## src/rtl/pmu_irq_pkg.sv

```systemverilog
package pmu_irq_pkg;

    localparam int REG_AW = 8;
    localparam int REG_DW = 8;

    localparam int BATT_EVT_W  = 3;
    localparam int BUCK_EVT_W  = 5;
    localparam int LDO_EVT_W   = 16;
    localparam int GPIO_EVT_W  = 8;
    localparam int ONOFF_EVT_W = 8;

    localparam int BATT_LSB     = 1;
    localparam int BATT_MASK_W  = BATT_EVT_W + 1;
    localparam int BUCK_LSB     = REG_DW - BUCK_EVT_W;
    localparam int LDO_BYTES    = LDO_EVT_W / REG_DW;

    localparam logic [REG_AW-1:0] A_TOP_STAT    = 8'h05;
    localparam logic [REG_AW-1:0] A_BATT_STAT   = 8'h06;
    localparam logic [REG_AW-1:0] A_BUCK_STAT   = 8'h07;
    localparam logic [REG_AW-1:0] A_LDO_STAT0   = 8'h08;
    localparam logic [REG_AW-1:0] A_GPIO_STAT   = 8'h0A;
    localparam logic [REG_AW-1:0] A_ONOFF_STAT  = 8'h0B;
    localparam logic [REG_AW-1:0] A_TOP_MASK    = 8'h0D;
    localparam logic [REG_AW-1:0] A_BATT_MASK   = 8'h0E;
    localparam logic [REG_AW-1:0] A_BUCK_MASK   = 8'h0F;
    localparam logic [REG_AW-1:0] A_LDO_MASK0   = 8'h10;
    localparam logic [REG_AW-1:0] A_ONOFF_MASK  = 8'h12;

    localparam int TB_BATT  = 7;
    localparam int TB_BUCK  = 6;
    localparam int TB_LDO   = 5;
    localparam int TB_GPIO  = 4;
    localparam int TB_RTC   = 3;
    localparam int TB_OSC   = 2;
    localparam int TB_ONOFF = 1;
    localparam int TB_VERR  = 0;

    typedef enum logic [0:0] {
        LINE_IDLE   = 1'b0,
        LINE_ASSERT = 1'b1
    } line_state_e;

endpackage

```

## src/rtl/irq_status_latch.sv

```systemverilog
module irq_status_latch #(
    parameter int W = 8
) (
    input  logic         clk,
    input  logic         rst_n,
    input  logic [W-1:0] evt,
    input  logic         clr,
    output logic [W-1:0] q
);
    // Clear and set in one step: a new event always wins over the clear.
    always_ff @(posedge clk or negedge rst_n) begin
        if (!rst_n) begin
            q <= '0;
        end else begin
            q <= (q & ~{W{clr}}) | evt;
        end
    end
endmodule

```

## src/rtl/irq_mask_reg.sv

```systemverilog
module irq_mask_reg #(
    parameter int W = 8
) (
    input  logic         clk,
    input  logic         rst_n,
    input  logic         we,
    input  logic [W-1:0] wdata,
    output logic [W-1:0] q
);
    always_ff @(posedge clk or negedge rst_n) begin
        if (!rst_n) begin
            q <= '1;
        end else if (we) begin
            q <= wdata;
        end
    end
endmodule

```

## src/rtl/irq_line_fsm.sv

```systemverilog
module irq_line_fsm
    import pmu_irq_pkg::*;
(
    input  logic clk,
    input  logic rst_n,
    input  logic pending,
    output logic irq_n
);
    line_state_e state_q, state_d;

    always_comb begin
        state_d = state_q;
        unique case (state_q)
            LINE_IDLE:   if (pending)  state_d = LINE_ASSERT; // go_assert
            LINE_ASSERT: if (!pending) state_d = LINE_IDLE;   // go_release
            default:     state_d = LINE_IDLE;
        endcase
    end

    always_ff @(posedge clk or negedge rst_n) begin
        if (!rst_n) begin
            state_q <= LINE_IDLE;
        end else begin
            state_q <= state_d;
        end
    end

    always_comb begin
        unique case (state_q)
            LINE_ASSERT: irq_n = 1'b0;
            default:     irq_n = 1'b1;
        endcase
    end
endmodule

```

## src/rtl/pmu_irq_hub.sv

```systemverilog
module pmu_irq_hub
    import pmu_irq_pkg::*;
(
    input  logic                   clk,
    input  logic                   rst_n,
    input  logic [BATT_EVT_W-1:0]  evt_batt,
    input  logic [BUCK_EVT_W-1:0]  evt_buck,
    input  logic [LDO_EVT_W-1:0]   evt_ldo,
    input  logic [GPIO_EVT_W-1:0]  evt_gpio,
    input  logic [ONOFF_EVT_W-1:0] evt_onoff,
    input  logic                   evt_rtc,
    input  logic                   evt_osc,
    input  logic                   evt_verr,
    input  logic                   reg_rd,
    input  logic                   reg_wr,
    input  logic [REG_AW-1:0]      reg_addr,
    input  logic [REG_DW-1:0]      reg_wdata,
    output logic [REG_DW-1:0]      reg_rdata,
    output logic                   irq_n
);
    // ---------------- group status and masks ----------------
    logic [BATT_EVT_W-1:0]  batt_stat;
    logic [BATT_MASK_W-1:0] batt_mask;
    logic [BUCK_EVT_W-1:0]  buck_stat;
    logic [BUCK_EVT_W-1:0]  buck_mask;
    logic [LDO_EVT_W-1:0]   ldo_stat;
    logic [LDO_EVT_W-1:0]   ldo_mask;
    logic [GPIO_EVT_W-1:0]  gpio_stat;
    logic [ONOFF_EVT_W-1:0] onoff_stat;
    logic [ONOFF_EVT_W-1:0] onoff_mask;
    logic [REG_DW-1:0]      top_mask;
    logic [REG_DW-1:0]      top_stat;
    logic                   rtc_q, osc_q, verr_q;

    logic rd_batt, rd_buck, rd_gpio, rd_onoff;
    assign rd_batt  = reg_rd && (reg_addr == A_BATT_STAT);
    assign rd_buck  = reg_rd && (reg_addr == A_BUCK_STAT);
    assign rd_gpio  = reg_rd && (reg_addr == A_GPIO_STAT);
    assign rd_onoff = reg_rd && (reg_addr == A_ONOFF_STAT);

    irq_status_latch #(.W(BATT_EVT_W)) u_batt_stat (
        .clk(clk), .rst_n(rst_n), .evt(evt_batt), .clr(rd_batt), .q(batt_stat));
    irq_mask_reg #(.W(BATT_MASK_W)) u_batt_mask (
        .clk(clk), .rst_n(rst_n),
        .we(reg_wr && (reg_addr == A_BATT_MASK)),
        .wdata(reg_wdata[BATT_MASK_W-1:0]), .q(batt_mask));

    irq_status_latch #(.W(BUCK_EVT_W)) u_buck_stat (
        .clk(clk), .rst_n(rst_n), .evt(evt_buck), .clr(rd_buck), .q(buck_stat));
    irq_mask_reg #(.W(BUCK_EVT_W)) u_buck_mask (
        .clk(clk), .rst_n(rst_n),
        .we(reg_wr && (reg_addr == A_BUCK_MASK)),
        .wdata(reg_wdata[REG_DW-1:BUCK_LSB]), .q(buck_mask));

    // Regulator group: one status byte and one mask byte per address step.
    for (genvar b = 0; b < LDO_BYTES; b++) begin : g_ldo
        localparam logic [REG_AW-1:0] STAT_A = A_LDO_STAT0 + REG_AW'(b);
        localparam logic [REG_AW-1:0] MASK_A = A_LDO_MASK0 + REG_AW'(b);
        irq_status_latch #(.W(REG_DW)) u_stat (
            .clk(clk), .rst_n(rst_n),
            .evt(evt_ldo[b*REG_DW +: REG_DW]),
            .clr(reg_rd && (reg_addr == STAT_A)),
            .q(ldo_stat[b*REG_DW +: REG_DW]));
        irq_mask_reg #(.W(REG_DW)) u_mask (
            .clk(clk), .rst_n(rst_n),
            .we(reg_wr && (reg_addr == MASK_A)),
            .wdata(reg_wdata),
            .q(ldo_mask[b*REG_DW +: REG_DW]));
    end

    irq_status_latch #(.W(GPIO_EVT_W)) u_gpio_stat (
        .clk(clk), .rst_n(rst_n), .evt(evt_gpio), .clr(rd_gpio), .q(gpio_stat));

    irq_status_latch #(.W(ONOFF_EVT_W)) u_onoff_stat (
        .clk(clk), .rst_n(rst_n), .evt(evt_onoff), .clr(rd_onoff), .q(onoff_stat));
    irq_mask_reg #(.W(ONOFF_EVT_W)) u_onoff_mask (
        .clk(clk), .rst_n(rst_n),
        .we(reg_wr && (reg_addr == A_ONOFF_MASK)),
        .wdata(reg_wdata), .q(onoff_mask));

    irq_mask_reg #(.W(REG_DW)) u_top_mask (
        .clk(clk), .rst_n(rst_n),
        .we(reg_wr && (reg_addr == A_TOP_MASK)),
        .wdata(reg_wdata), .q(top_mask));

    // Sources without a group register: sampled, not held.
    always_ff @(posedge clk or negedge rst_n) begin
        if (!rst_n) begin
            rtc_q  <= 1'b0;
            osc_q  <= 1'b0;
            verr_q <= 1'b0;
        end else begin
            rtc_q  <= evt_rtc;
            osc_q  <= evt_osc;
            verr_q <= evt_verr;
        end
    end

    // ---------------- top-level summary ----------------
    always_comb begin
        top_stat           = '0;
        top_stat[TB_BATT]  = !batt_mask[0] && |(batt_stat & ~batt_mask[BATT_MASK_W-1:BATT_LSB]);
        top_stat[TB_BUCK]  = |(buck_stat & ~buck_mask);
        top_stat[TB_LDO]   = |(ldo_stat & ~ldo_mask);
        top_stat[TB_GPIO]  = |gpio_stat;
        top_stat[TB_RTC]   = rtc_q;
        top_stat[TB_OSC]   = osc_q;
        top_stat[TB_ONOFF] = |(onoff_stat & ~onoff_mask);
        top_stat[TB_VERR]  = verr_q;
    end

    irq_line_fsm u_line (
        .clk(clk), .rst_n(rst_n),
        .pending(|(top_stat & ~top_mask)),
        .irq_n(irq_n));

    // ---------------- read port ----------------
    logic [REG_DW-1:0] rd_mux;
    always_comb begin
        rd_mux = '0;
        case (reg_addr)
            A_TOP_STAT:   rd_mux = top_stat;
            A_BATT_STAT:  rd_mux[BATT_MASK_W-1:BATT_LSB] = batt_stat;
            A_BUCK_STAT:  rd_mux[REG_DW-1:BUCK_LSB] = buck_stat;
            A_GPIO_STAT:  rd_mux = gpio_stat;
            A_ONOFF_STAT: rd_mux = onoff_stat;
            A_TOP_MASK:   rd_mux = top_mask;
            A_BATT_MASK:  rd_mux[BATT_MASK_W-1:0] = batt_mask;
            A_BUCK_MASK:  rd_mux[REG_DW-1:BUCK_LSB] = buck_mask;
            A_ONOFF_MASK: rd_mux = onoff_mask;
            default: begin
                for (int b = 0; b < LDO_BYTES; b++) begin
                    if (reg_addr == A_LDO_STAT0 + REG_AW'(b))
                        rd_mux = ldo_stat[b*REG_DW +: REG_DW];
                    if (reg_addr == A_LDO_MASK0 + REG_AW'(b))
                        rd_mux = ldo_mask[b*REG_DW +: REG_DW];
                end
            end
        endcase
    end

    always_ff @(posedge clk or negedge rst_n) begin
        if (!rst_n) begin
            reg_rdata <= '0;
        end else if (reg_rd) begin
            reg_rdata <= rd_mux;
        end
    end
endmodule

```

## config.mk

```make
export PLATFORM = sky130hd
export DESIGN_NAME = pmu_irq_hub
export DESIGN_NICKNAME = d
export VERILOG_FILES = /design/src/rtl/pmu_irq_pkg.sv /design/src/rtl/irq_status_latch.sv /design/src/rtl/irq_mask_reg.sv /design/src/rtl/irq_line_fsm.sv /design/src/rtl/pmu_irq_hub.sv
export SDC_FILE = /design/constraint.sdc
export NUM_CORES = 1
export LEC_CHECK = 0
export CAP_MARGIN = 20
export CORE_MARGIN = 8
export CORE_UTILIZATION = 40
export CTS_CLUSTER_SIZE = 8
export DETAILED_ROUTE_END_ITERATION = 8
export MAX_ROUTING_LAYER = met4
export SLEW_MARGIN = 20
export SYNTH_ARGS = -nofsm -noshare
export SYNTH_HDL_FRONTEND = slang
export SYNTH_SLANG_ARGS = --single-unit
export TNS_END_PERCENT = 10
```

## constraint.sdc

```tcl
create_clock -name clk -period 2.9 [get_ports clk]
set_clock_uncertainty 0.05 [all_clocks]
set_input_delay 0.58 -clock clk [delete_from_list [all_inputs] [get_ports clk]]
set_output_delay 0.58 -clock clk [all_outputs]
set_load 0.1 [all_outputs]
```

==> out/results.tsv <==
metric	value	unit
cell_area_after_synthesis	4580	sq um
clock_latency	0.34	ns
maxCapViolations	0	
globalRouteOverflowTotal	0	
critPathMaxStageDelay	0.57	ns
maxSlewViolCount	0	
ir_drop	0.000247	V
dpl-instance-area	5600	sq um
powerDensity	510	nW/um^2
clock-root-buffer	clkbuf_16	
dp_hpwl	10700	um
wl_per_cell	21.5	um
setup_violations	0	
postCtsSetupBuffers	0	
setup_slack_reg_to_reg	0.79	ns
grt_max_degree	54	
initial_core_util	40.6	%
relative_contribution_of_sequential_cells_to_total_power	46.4	%
detailroute.via_count	3703	
design.core.area	11300	sq um
synth.top_cells.by_area	dfrtp_1, dfstp_2, mux2_2	
io-pin-count	72	
die_width	123	um
postSynth.asyncResetShare	100	%
path_delay_family	compound AO/OA/AOI/OAI gates	
crit_path_end_kind	flop	
power_frac_comb	12.7	%
die_height	123	um
slew_headroom	54.7	%
avgSynthCellArea	11.1	sq um
critical-path-top-cell-by-count	inv_1	
final_antenna_net_count	0	
synthMuxAreaShare	11.4	%
fillers	1029	
cts.hold.buffers_added	0	
drt_first_pass_iters	6	
clkSinkCount	93	
final.min_clock_period	2.54	ns
cell_internal_pwr	2280	uW
setup-tns-final	0	ns
routed_wirelength	14100	um
gp_congestion	0.932	
grt_antenna_before_repair	0	
worst_setup_path_startpoint	reg_addr[2]	
post_synthesis_simple_gate_area_fraction	13.2	%
share_of_the_cycle_needed_by_the_critical_path_after_routing	87.6	%
fin_worst_hold_slack	0.173	ns
placementRows	39	
post_route_cells_drive_above_1_share	26.9	%
port_buffers	71	
slew_worst_pin	0.674	ns
utilization	52.4	%
synthAdderAreaFrac	0	%
timing.reg2reg.worst_path_depth	6	
postSynthCellCount	414	
yosysTopAreaCellShare	28.4	%
yosysWarnings	0	
finish.cell_count_without_fillers	653	
clock_tree.htree_level_count	3	
largest_area_contributor_in_the_synthesized_netlist	dfrtp_1	
worst-setup-path-type	input port to flop	
synth.yosys.seq_area_share	52.0	%
yosysUniqueCellTypes	51	
design.die.area	15100	sq um
postSynthNetCount	477	
cts_tree	yes	
synth_edf_count	0	
global_route.usage.total	20.0	%
timing_hold_violations_final	0	
clk_pin_slew	0.06	ns
drc_violations	0	
post_synth_xor_area_fraction	0	%
run_status	complete, no violations	
cts_buffers	9	
first_global_vias	3965	
cts_resized	0	
placedCellCount	637	
hold_class	input port to async pin	
rsz_0062_raised_after_global_routing	false	
area_delta_synth_final	29.1	%
viasPerCell	5.67	
post-route-cell-area	5910	sq um
timing.critical_path.required	3.13	ns
path_max_fanout	6	
fmax	393	MHz
slowest_stage	clkdlybuf4s50_1	
power.share.clock	40.9	%
arrival	2.77	ns
register_bit_total_from_synthesis	93	
cts.path.max_buffers	2	
critPathBufInv	4	
netSwitchingPower	726	uW
count_of_inserted_antenna_diode_cells	0	
timing.critical_path.from_type	input port	
grt_pass1_wl	22100	um
num-nets-final	568	
largest_family_of_logic_cells_by_synthesized_area	compound AO/OA/AOI/OAI gates	
worstPathCellList	clkdlybuf4s50_1 -> inv_1 -> buf_4 -> nor2_4 -> a21oi_1 -> inv_1 -> a311oi_1 -> o32a_1	
power.leakage	0.00241	uW
reg2reg_from	g_ldo[1].u_mask.q[7]$_DFFE_PN1P_	
dr.first_iter.drc_count	311	
netSwitchingFraction	24.1	%
ys.flop_type	dfrtp_1	
synth_compound_area_share	20.0	%
rr_endpoint	reg_rdata[5]$_DFFE_PN0P_	
per-stage QoR:
step                setup slack (ns)  power, uW
floorplan                      0.652       1590
global placement              0.0537       1800
detailed placement            0.0483       1800
CTS                            0.403       3050
global route                   0.271       3120
finish                         0.358       3010
power groups by stage:
stage	clock, uW	combinational [uW]	sequential, uW
2_1_floorplan	0	118	1470
3_3_place_gp	0	379	1420
3_5_place_dp	0	382	1420
4_1_cts	1270	385	1400
5_1_grt	1310	409	1400
6_report	1230	382	1400
sequential cells by signal (all words and copies together) (netlist names), 5 cells and up:
signal          flops
reg_rdata           8
g_ldo.u_mask.q     16
u_buck_mask.q       5
u_buck_stat.q       5
g_ldo.u_stat.q     16
u_onoff_stat.q      8
u_top_mask.q        8
u_onoff_mask.q      8
u_gpio_stat.q       8
cells by family after synthesis:
kind of cell    after synthesis
simple gates                108
flops                        93
mux                          47
compound gates              126
buf+inv                      40
worst max-delay path by stage:
stage | to | slack [ns] | cells after the start
floorplan | u_top_mask.q[4]$_DFFE_PN1P_ | 0.65 | 6
global placement | reg_rdata[7]$_DFFE_PN0P_ | 0.05 | 8
detailed placement | reg_rdata[7]$_DFFE_PN0P_ | 0.05 | 6
CTS | reg_rdata[7]$_DFFE_PN0P_ | 0.40 | 6
global route | reg_rdata[7]$_DFFE_PN0P_ | 0.27 | 8
finish | reg_rdata[7]$_DFFE_PN0P_ | 0.36 | 8
worst register-to-register path: stages (launching register included):
cell      delay, ns
dfstp_2        0.53
inv_1          0.06
a2111o_1       0.41
nor4_1         0.52
nor2_1         0.11
o22ai_1        0.14
o311ai_0       0.15
synth_stat cells, drive strengths merged (10+ instances only):
library cell	n
a21o	43
a21oi	14
clkbuf	10
dfrtp	52
dfstp	41
inv	24
mux2	40
nand2	22
nand2b	16
nand3	16
nor2	20
o21ai	14
o22ai	13
layout by cell type (no fill, tap or decap), types with 17 or more instances in the layout:
master / synthesis / layout
clkdlybuf4s50_1: 0 / 61
mux2_2: 40 / 40
buf_4: 1 / 32
a21o_1: 43 / 43
dfstp_2: 41 / 41
dfrtp_1: 52 / 52
inv_1: 24 / 24
nand2_1: 21 / 21
nor2_1: 17 / 17
layout make-up:
class | instances | area, sq um | area share [%]
timing repair buffer | 96 | 911 | 15.4
clock buffer | 12 | 236 | 4.00
inverter | 24 | 90.1 | 1.52
tap | 143 | 179 | 3.03
sequential | 93 | 2380 | 40.3
multi-input combinational | 281 | 2040 | 34.5
clock inverter | 4 | 72.6 | 1.23
routing by layer:
layer	track usage [%]	routed length (um)	vias up
met5	-	0	-
met4	9.78	441	0
met3	3.42	815	31
met2	31.3	6720	131
met1	24.9	6090	1824
li1	-	-	1717
Power figures use the tool's default switching activity.
